File: src/rtl/eeps_pkg.sv
package eeps_pkg;
  localparam int BYTE_W = 8;
  localparam int ADDR_W = BYTE_W + 1;

  typedef enum logic [2:0] {
    ST_IDLE,
    ST_RX,
    ST_RX_ACK,
    ST_TX,
    ST_TX_ACK
  } eng_state_e;

  typedef enum logic [1:0] {
    K_DEV,
    K_WADDR,
    K_WDATA
  } rx_kind_e;
endpackage

File: src/rtl/eeps_sync.sv
module eeps_sync #(
  parameter int W = 2
) (
  input  logic         clk,
  input  logic         rst_n,
  input  logic [W-1:0] d_i,
  output logic [W-1:0] q_o
);
  logic [W-1:0] meta_q;
  logic [W-1:0] stab_q;

  for (genvar g = 0; g < W; g++) begin : g_bit
    always_ff @(posedge clk or negedge rst_n) begin
      if (!rst_n) begin
        meta_q[g] <= 1'b1;
        stab_q[g] <= 1'b1;
      end else begin
        meta_q[g] <= d_i[g];
        stab_q[g] <= meta_q[g];
      end
    end
  end

  assign q_o = stab_q;
endmodule

File: src/rtl/eeps_bus_cond.sv
module eeps_bus_cond (
  input  logic clk,
  input  logic rst_n,
  input  logic scl_s,
  input  logic sda_s,
  output logic start_o,
  output logic stop_o,
  output logic rise_o,
  output logic fall_o
);
  logic scl_q;
  logic sda_q;

  always_ff @(posedge clk or negedge rst_n) begin
    if (!rst_n) begin
      scl_q <= 1'b1;
      sda_q <= 1'b1;
    end else begin
      scl_q <= scl_s;
      sda_q <= sda_s;
    end
  end

  // Conditions need SCL high on both samples; edges need it to change.
  assign start_o = scl_q & scl_s & sda_q & ~sda_s;
  assign stop_o  = scl_q & scl_s & ~sda_q & sda_s;
  assign rise_o  = ~scl_q & scl_s;
  assign fall_o  = scl_q & ~scl_s;
endmodule

File: src/rtl/eeps_ctrl.sv
module eeps_ctrl
  import eeps_pkg::*;
#(
  parameter int          PAGE_W   = 4,
  parameter logic [3:0]  DEV_TYPE = 4'b1010
) (
  input  logic              clk,
  input  logic              rst_n,
  input  logic              sda_s,
  input  logic              scl_rise,
  input  logic              scl_fall,
  input  logic              cond_start,
  input  logic              cond_stop,
  input  logic [1:0]        strap_i,
  input  logic              wprot_i,
  input  logic              busy_i,
  output logic [ADDR_W-1:0] rd_addr_o,
  input  logic [BYTE_W-1:0] rd_data_i,
  output logic              wr_stb_o,
  output logic [ADDR_W-1:0] wr_addr_o,
  output logic [BYTE_W-1:0] wr_data_o,
  output logic              sda_oe_o
);
  localparam int CNT_W = $clog2(BYTE_W);
  localparam logic [CNT_W-1:0] CNT_LAST = CNT_W'(BYTE_W - 1);
  localparam logic [CNT_W-1:0] CNT_ONE  = CNT_W'(1);
  localparam logic [PAGE_W-1:0] PG_ONE  = PAGE_W'(1);
  localparam logic [ADDR_W-1:0] AD_ONE  = ADDR_W'(1);

  eng_state_e        st_q, st_d;
  rx_kind_e          kind_q, kind_d;
  logic [BYTE_W-1:0] sr_q, sr_d;
  logic [CNT_W-1:0]  cnt_q, cnt_d;
  logic              done_q, done_d;
  logic              ack_q, ack_d;
  logic              rw_q, rw_d;
  logic              oe_q, oe_d;
  logic [ADDR_W-1:0] addr_q, addr_d;
  logic              wstb_q, wstb_d;
  logic [ADDR_W-1:0] waddr_q, waddr_d;
  logic [BYTE_W-1:0] wdat_q, wdat_d;

  logic [BYTE_W-1:0] nb;
  logic              dev_hit;
  logic              prot;
  logic [ADDR_W-1:0] addr_inc;
  logic [ADDR_W-1:0] addr_pg;

  assign nb       = {sr_q[BYTE_W-2:0], sda_s};
  assign dev_hit  = (nb[7:4] == DEV_TYPE) && (nb[3:2] == strap_i) && !busy_i;
  assign prot     = wprot_i && addr_q[ADDR_W-1];
  assign addr_inc = addr_q + AD_ONE;
  assign addr_pg  = {addr_q[ADDR_W-1:PAGE_W], addr_q[PAGE_W-1:0] + PG_ONE};

  always_comb begin
    st_d    = st_q;
    kind_d  = kind_q;
    sr_d    = sr_q;
    cnt_d   = cnt_q;
    done_d  = done_q;
    ack_d   = ack_q;
    rw_d    = rw_q;
    oe_d    = oe_q;
    addr_d  = addr_q;
    wstb_d  = 1'b0;
    waddr_d = waddr_q;
    wdat_d  = wdat_q;
    if (cond_start) begin
      st_d   = ST_RX;
      kind_d = K_DEV;
      cnt_d  = '0;
      done_d = 1'b0;
      oe_d   = 1'b0;
    end else if (cond_stop) begin
      st_d   = ST_IDLE;
      done_d = 1'b0;
      oe_d   = 1'b0;
    end else begin
      case (st_q)
        ST_RX: begin
          if (scl_rise) begin
            sr_d  = nb;
            cnt_d = cnt_q + CNT_ONE;
            if (cnt_q == CNT_LAST) begin
              done_d = 1'b1;
              case (kind_q)
                K_DEV: begin
                  ack_d = dev_hit;
                  if (dev_hit) begin
                    addr_d[ADDR_W-1] = nb[1];
                    rw_d             = nb[0];
                  end
                end
                K_WADDR: begin
                  ack_d               = 1'b1;
                  addr_d[BYTE_W-1:0]  = nb;
                end
                default: begin
                  ack_d = !prot;
                  if (!prot) begin
                    wstb_d  = 1'b1;
                    waddr_d = addr_q;
                    wdat_d  = nb;
                    addr_d  = addr_pg;
                  end
                end
              endcase
            end
          end else if (scl_fall && done_q) begin
            done_d = 1'b0;
            if (ack_q) begin
              oe_d = 1'b1;
              st_d = ST_RX_ACK;
            end else begin
              st_d = ST_IDLE;
            end
          end
        end
        ST_RX_ACK: begin
          if (scl_fall) begin
            cnt_d = '0;
            if (kind_q == K_DEV && rw_q) begin
              st_d   = ST_TX;
              oe_d   = !rd_data_i[BYTE_W-1];
              sr_d   = {rd_data_i[BYTE_W-2:0], 1'b0};
              addr_d = addr_inc;
            end else begin
              oe_d   = 1'b0;
              st_d   = ST_RX;
              kind_d = (kind_q == K_DEV) ? K_WADDR : K_WDATA;
            end
          end
        end
        ST_TX: begin
          if (scl_rise) begin
            cnt_d = cnt_q + CNT_ONE;
            if (cnt_q == CNT_LAST) done_d = 1'b1;
          end else if (scl_fall) begin
            if (done_q) begin
              done_d = 1'b0;
              oe_d   = 1'b0;
              st_d   = ST_TX_ACK;
            end else begin
              oe_d = !sr_q[BYTE_W-1];
              sr_d = {sr_q[BYTE_W-2:0], 1'b0};
            end
          end
        end
        ST_TX_ACK: begin
          if (scl_rise) begin
            ack_d  = !sda_s;
            done_d = 1'b1;
          end else if (scl_fall && done_q) begin
            done_d = 1'b0;
            cnt_d  = '0;
            if (ack_q) begin
              st_d   = ST_TX;
              oe_d   = !rd_data_i[BYTE_W-1];
              sr_d   = {rd_data_i[BYTE_W-2:0], 1'b0};
              addr_d = addr_inc;
            end else begin
              st_d = ST_IDLE;
            end
          end
        end
        default: ;
      endcase
    end
  end

  always_ff @(posedge clk or negedge rst_n) begin
    if (!rst_n) begin
      st_q    <= ST_IDLE;
      kind_q  <= K_DEV;
      sr_q    <= '0;
      cnt_q   <= '0;
      done_q  <= 1'b0;
      ack_q   <= 1'b0;
      rw_q    <= 1'b0;
      oe_q    <= 1'b0;
      addr_q  <= '0;
      wstb_q  <= 1'b0;
      waddr_q <= '0;
      wdat_q  <= '0;
    end else begin
      st_q    <= st_d;
      kind_q  <= kind_d;
      sr_q    <= sr_d;
      cnt_q   <= cnt_d;
      done_q  <= done_d;
      ack_q   <= ack_d;
      rw_q    <= rw_d;
      oe_q    <= oe_d;
      addr_q  <= addr_d;
      wstb_q  <= wstb_d;
      waddr_q <= waddr_d;
      wdat_q  <= wdat_d;
    end
  end

  assign rd_addr_o = addr_q;
  assign wr_stb_o  = wstb_q;
  assign wr_addr_o = waddr_q;
  assign wr_data_o = wdat_q;
  assign sda_oe_o  = oe_q;

  // idle never pulls the line
  a_r2_idle_quiet: assert property (@(posedge clk) disable iff (!rst_n)
    (st_q == ST_IDLE) |-> !oe_q);

  // a START leaves the line released and bit counting from zero
  a_r1_start_restart: assert property (@(posedge clk) disable iff (!rst_n)
    cond_start |=> (!oe_q && st_q == ST_RX && cnt_q == '0));

  // write strobe lasts one cycle
  a_r5_single_strobe: assert property (@(posedge clk) disable iff (!rst_n)
    wstb_q |=> !wstb_q);

  // no strobe into the protected half
  a_r11_no_protected_write: assert property (@(posedge clk) disable iff (!rst_n)
    wstb_q |-> !($past(wprot_i) && waddr_q[ADDR_W-1]));

  // each byte sent advances the full counter by one
  a_r9_read_advance: assert property (@(posedge clk) disable iff (!rst_n)
    (st_q == ST_TX && $past(st_q) != ST_TX) |-> (addr_q == $past(addr_q) + AD_ONE));
endmodule

File: src/rtl/eeprom_bus_slave.sv
module eeprom_bus_slave
  import eeps_pkg::*;
#(
  parameter int         PAGE_W   = 4,
  parameter logic [3:0] DEV_TYPE = 4'b1010
) (
  input  logic              clk_i,
  input  logic              rst_ni,
  input  logic              scl_i,
  input  logic              sda_i,
  output logic              sda_oe_o,
  input  logic [1:0]        strap_i,
  input  logic              wprot_i,
  input  logic              mem_busy_i,
  output logic [ADDR_W-1:0] rd_addr_o,
  input  logic [BYTE_W-1:0] rd_data_i,
  output logic              wr_stb_o,
  output logic [ADDR_W-1:0] wr_addr_o,
  output logic [BYTE_W-1:0] wr_data_o,
  output logic              stop_o
);
  logic       rst_meta_q;
  logic       rst_n;
  logic [1:0] line_s;
  logic       scl_s;
  logic       sda_s;
  logic       c_start;
  logic       c_stop;
  logic       c_rise;
  logic       c_fall;

  always_ff @(posedge clk_i or negedge rst_ni) begin
    if (!rst_ni) begin
      rst_meta_q <= 1'b0;
      rst_n      <= 1'b0;
    end else begin
      rst_meta_q <= 1'b1;
      rst_n      <= rst_meta_q;
    end
  end

  eeps_sync #(.W(2)) u_sync (
    .clk   (clk_i),
    .rst_n (rst_n),
    .d_i   ({scl_i, sda_i}),
    .q_o   (line_s)
  );
  assign scl_s = line_s[1];
  assign sda_s = line_s[0];

  eeps_bus_cond u_cond (
    .clk     (clk_i),
    .rst_n   (rst_n),
    .scl_s   (scl_s),
    .sda_s   (sda_s),
    .start_o (c_start),
    .stop_o  (c_stop),
    .rise_o  (c_rise),
    .fall_o  (c_fall)
  );

  eeps_ctrl #(.PAGE_W(PAGE_W), .DEV_TYPE(DEV_TYPE)) u_ctrl (
    .clk        (clk_i),
    .rst_n      (rst_n),
    .sda_s      (sda_s),
    .scl_rise   (c_rise),
    .scl_fall   (c_fall),
    .cond_start (c_start),
    .cond_stop  (c_stop),
    .strap_i    (strap_i),
    .wprot_i    (wprot_i),
    .busy_i     (mem_busy_i),
    .rd_addr_o  (rd_addr_o),
    .rd_data_i  (rd_data_i),
    .wr_stb_o   (wr_stb_o),
    .wr_addr_o  (wr_addr_o),
    .wr_data_o  (wr_data_o),
    .sda_oe_o   (sda_oe_o)
  );

  assign stop_o = c_stop;

  // the slave moves the line only in the SCL low phase
  a_r12_drive_low_phase: assert property (@(posedge clk_i) disable iff (!rst_n)
    (sda_oe_o != $past(sda_oe_o)) |-> (!scl_s || $past(c_start || c_stop)));
endmodule

File: config.mk
export PLATFORM = sky130hd
export DESIGN_NAME = eeprom_bus_slave
export DESIGN_NICKNAME = d
export VERILOG_FILES = /design/src/rtl/eeps_pkg.sv /design/src/rtl/eeps_sync.sv /design/src/rtl/eeps_bus_cond.sv /design/src/rtl/eeps_ctrl.sv /design/src/rtl/eeprom_bus_slave.sv
export SDC_FILE = /design/constraint.sdc
export NUM_CORES = 1
export LEC_CHECK = 0
export BUFFER_PORTS_ARGS = -buffer_cell sky130_fd_sc_hd__buf_2
export CAP_MARGIN = 0
export CELL_PAD_IN_SITES_DETAIL_PLACEMENT = 0
export CELL_PAD_IN_SITES_GLOBAL_PLACEMENT = 1
export CORE_MARGIN = 10
export CORE_UTILIZATION = 25
export DETAILED_ROUTE_END_ITERATION = 12
export MAX_ROUTING_LAYER = met4
export PLACE_DENSITY = 0.49
export SLEW_MARGIN = 5
export SYNTH_ARGS = -nofsm -noshare
export SYNTH_HDL_FRONTEND = slang
export SYNTH_SLANG_ARGS = --single-unit
File: constraint.sdc
create_clock -name clk_i -period 1.96 [get_ports clk_i]
set_clock_uncertainty 0.05 [all_clocks]
set_input_delay 0.196 -clock clk_i [delete_from_list [all_inputs] [get_ports clk_i]]
set_output_delay 0.196 -clock clk_i [all_outputs]
set_load 0.01 [all_outputs]
==> results.yml <==
timing:
  fmax_mhz: 491
  maxSlewViolCount: 0
  min_period_ns: 2.04
  hold_violations: 0
  finalCritPeriodShare: 1.04
  whs_ns: 0.139
  finalWorstSetupSlack_ns: -0.0778
  finalSetupViolCount: 16
  rsz0062_at_grt: "true"
detailed_routing:
  dr.pass1.iters: 4
  ant_nets: 0
  post-route-drc-count: 0
  finalWirelength_um: 9520
  post_drt_wl_per_cell_um: 17.4
  vias: 2644
  via_per_inst: 4.84
  first_iter_violations: 220
place:
  dp.cells: 515
  dp_hpwl_um: 6810
  placed_area_sq_um: 3760
  gp_congestion: 0.804
  port_buffers: 44
cts:
  root_buffer: "clkbuf_16"
  cts_buffer_depth: 2
  path_clk_slew_ns: 0.07
  h-tree-depth: 2
  cts_buffers: 5
  cts_tree: "yes"
  cts_sinks: 55
  clk_latency_ns: 0.30
cells_and_area:
  fin_nets: 420
  diodes: 0
  fin_util: 0.362
  final_cell_area_sq_um: 4330
  area_growth_pct: 41.9
  mostFrequentLayoutCell: "buf_4"
  final_cell_mix: "buf_4, dfrtp_1, buf_2"
  drive_gt1_frac: 0.444
  fin_cells: 546
critical_path:
  required_ns: 2.10
  r2r-start: "u_cond.scl_q"
  cp_cell_sequence: "ha_1 -> nand3_1 -> a32oi_4 -> buf_4 -> nand4_4 -> a211o_1 -> a21o_1"
  slowest_delay_ns: 0.56
  endpoint_kind: "flip-flop"
  crit_slowest_cell: "dfstp_2"
  cp-start-kind: "flip-flop"
  r2r_cells: 7
  arrival_ns: 2.18
  r2r_setup_slack_ns: -0.08
  worstReg2RegEnd: "u_ctrl.rd_addr_o[6]"
  path_class: "reg2reg"
  crit_fanout: 4
yosys:
  avgSynthCellArea_sq_um: 10.2
  synthCells: 298
  synth-edff-count: 0
  ys_warn_count: 0
  synth_ff_type: "dfrtp_1"
  synth_seq_cells: 55
  synthArstFlopShare: 1.00
  synth_nets: 320
  ys_seq_area_frac: 0.453
  synthTopCellsByArea: "dfrtp_1, dfstp_2, mux2_2"
  syn-cell-area_sq_um: 3050
  synth_top_area_share: 0.402
  yosysUniqueCellTypes: 61
  yosys.area.top_type: "dfrtp_1"
pwr:
  seqPwrFrac: 0.471
  pwr-share-comb: 0.161
  power.density_nw_per_um2: 656
  power.net_switching_uw: 787
  clkPwrFrac: 0.369
  total_power_mw: 2.84
  intPower_mw: 2.05
  vdd_drop_max_mv: 0.349
  switching_share: 0.277
  p_leak_nw: 1.94
global_routing:
  grt_use_total: 0.114
  antenna_found_initial: 0
  grt_first_pass_wirelength_um: 14700
  grt_max_degree: 35
  grt.overflow.total: 0
  grt_pass1_vias: 2701
run:
  max-cap-violations: 0
status:
  violations: "negative setup slack"
  status: "finished, violations left"
die:
  top_level_ports: 45
  initial_utilization: 0.255
  core_area_sq_um: 12000
  row_count: 40
  die_h_um: 130
  die_x_um: 130
  die_area_sq_um: 17000
worst_hold_path:
  holdCritPathClass: "in2async"
-- layer usage --
layer	routed length, um	vias to the layer above	GRT usage
met1	4590	1298	0.150
met2	4500	43	0.176
met4	125	0	0.0360
met5	0	-	-
li1	-	1295	-
met3	299	8	0.0210
-- state kept, by name (all words and copies together), names as in the netlist, 2 cells and up --
register	cells
u_ctrl.wr_addr_o	9
u_sync.meta_q	2
u_ctrl.rd_addr_o	9
u_ctrl.st_q	3
u_ctrl.sr_q	8
u_ctrl.kind_q	2
u_ctrl.cnt_q	3
u_sync.q_o	2
u_ctrl.wr_data_o	8
-- worst max-delay path by stage --
stage	startpoint	end	slack [ns]	depth (start not counted)
2_1_floorplan	u_cond.scl_q	u_ctrl.rd_addr_o[8]	-0.01	8
3_3_place_gp	u_ctrl.st_q[0]	u_ctrl.rd_addr_o[0]	-0.14	6
3_5_place_dp	u_cond.scl_q	u_ctrl.rd_addr_o[0]	-0.16	8
4_1_cts	u_cond.scl_q	u_ctrl.rd_addr_o[5]	-0.09	7
5_1_grt	u_cond.scl_q	u_ctrl.rd_addr_o[6]	-0.21	8
6_report	u_cond.scl_q	u_ctrl.rd_addr_o[6]	-0.08	7
-- timing repair --
action / in CTS / in global routing
gates cloned: 1 / 3
gates resized for setup: 20 / 24
buffers inserted: 11 / 5
pin swaps: 7 / 10
endpoints found under the setup margin: 38 / 41
hold endpoints to repair: 4 / 0
hold buffers: 3 / 0
-- power by group through the flow --
stage	Clock, mW	Sequential, mW	Combinational [mW]
floorplan	0	1.33	0.222
global placement	0	1.36	0.418
detailed placement	0	1.36	0.424
CTS	1.10	1.34	0.450
global route	1.13	1.35	0.521
finish	1.05	1.34	0.457
-- Yosys cell counts, types with 4 or more instances --
cell type,n
dfrtp_1,49
nand2b_1,7
buf_2,9
mux2_2,13
o21a_1,4
clkbuf_1,5
inv_1,7
nand2_1,25
dfstp_2,6
mux2_1,6
a21oi_1,16
a31oi_1,5
nand3_1,10
o31ai_1,7
nor2_1,19
nor2b_1,4
o21ai_0,22
mux2i_1,9
and2_1,4
ha_1,6
-- worst max-delay path, delay by kind of cell, from the launching register on --
kind            cells  cell delay (ns)
fa+ha+maj           1             0.20
flops               1             0.56
simple gates        2             0.25
buf+inv             1             0.18
compound gates      3             0.69
-- kinds of logic after synthesis --
kind of cell / synth area share
multiplexers: 0.0996
buffers and inverters: 0.0406
adder cells (fa/ha/maj): 0.0246
AND/OR/NAND/NOR: 0.194
XOR/XNOR: 0.0115
other: 0.00123
flip-flops: 0.453
AO/OA/AOI/OAI: 0.175
-- layout make-up --
cell class | instances | area [sq um]
flip-flops and latches | 55 | 1390
fillers | 1218 | 7630
well taps | 147 | 184
multi-input cells | 220 | 1750
repair buffers | 109 | 807
inverters | 7 | 26.3
clock buffers | 5 | 125
clock inverters | 3 | 46.3
-- metrics by stage --
| step | worst slack (ns) | setup TNS (ns) |
|---|---|---|
| 5_1_grt | -0.206 | -3.18 |
| 4_1_cts | -0.0877 | -0.649 |
| 6_report | -0.0778 | -0.404 |
| 3_5_place_dp | -0.160 | -1.96 |
| 3_3_place_gp | -0.139 | -2.51 |
| 2_1_floorplan | -0.0147 | -0.0293 |
Note: power is estimated with default switching activity, not from simulation.
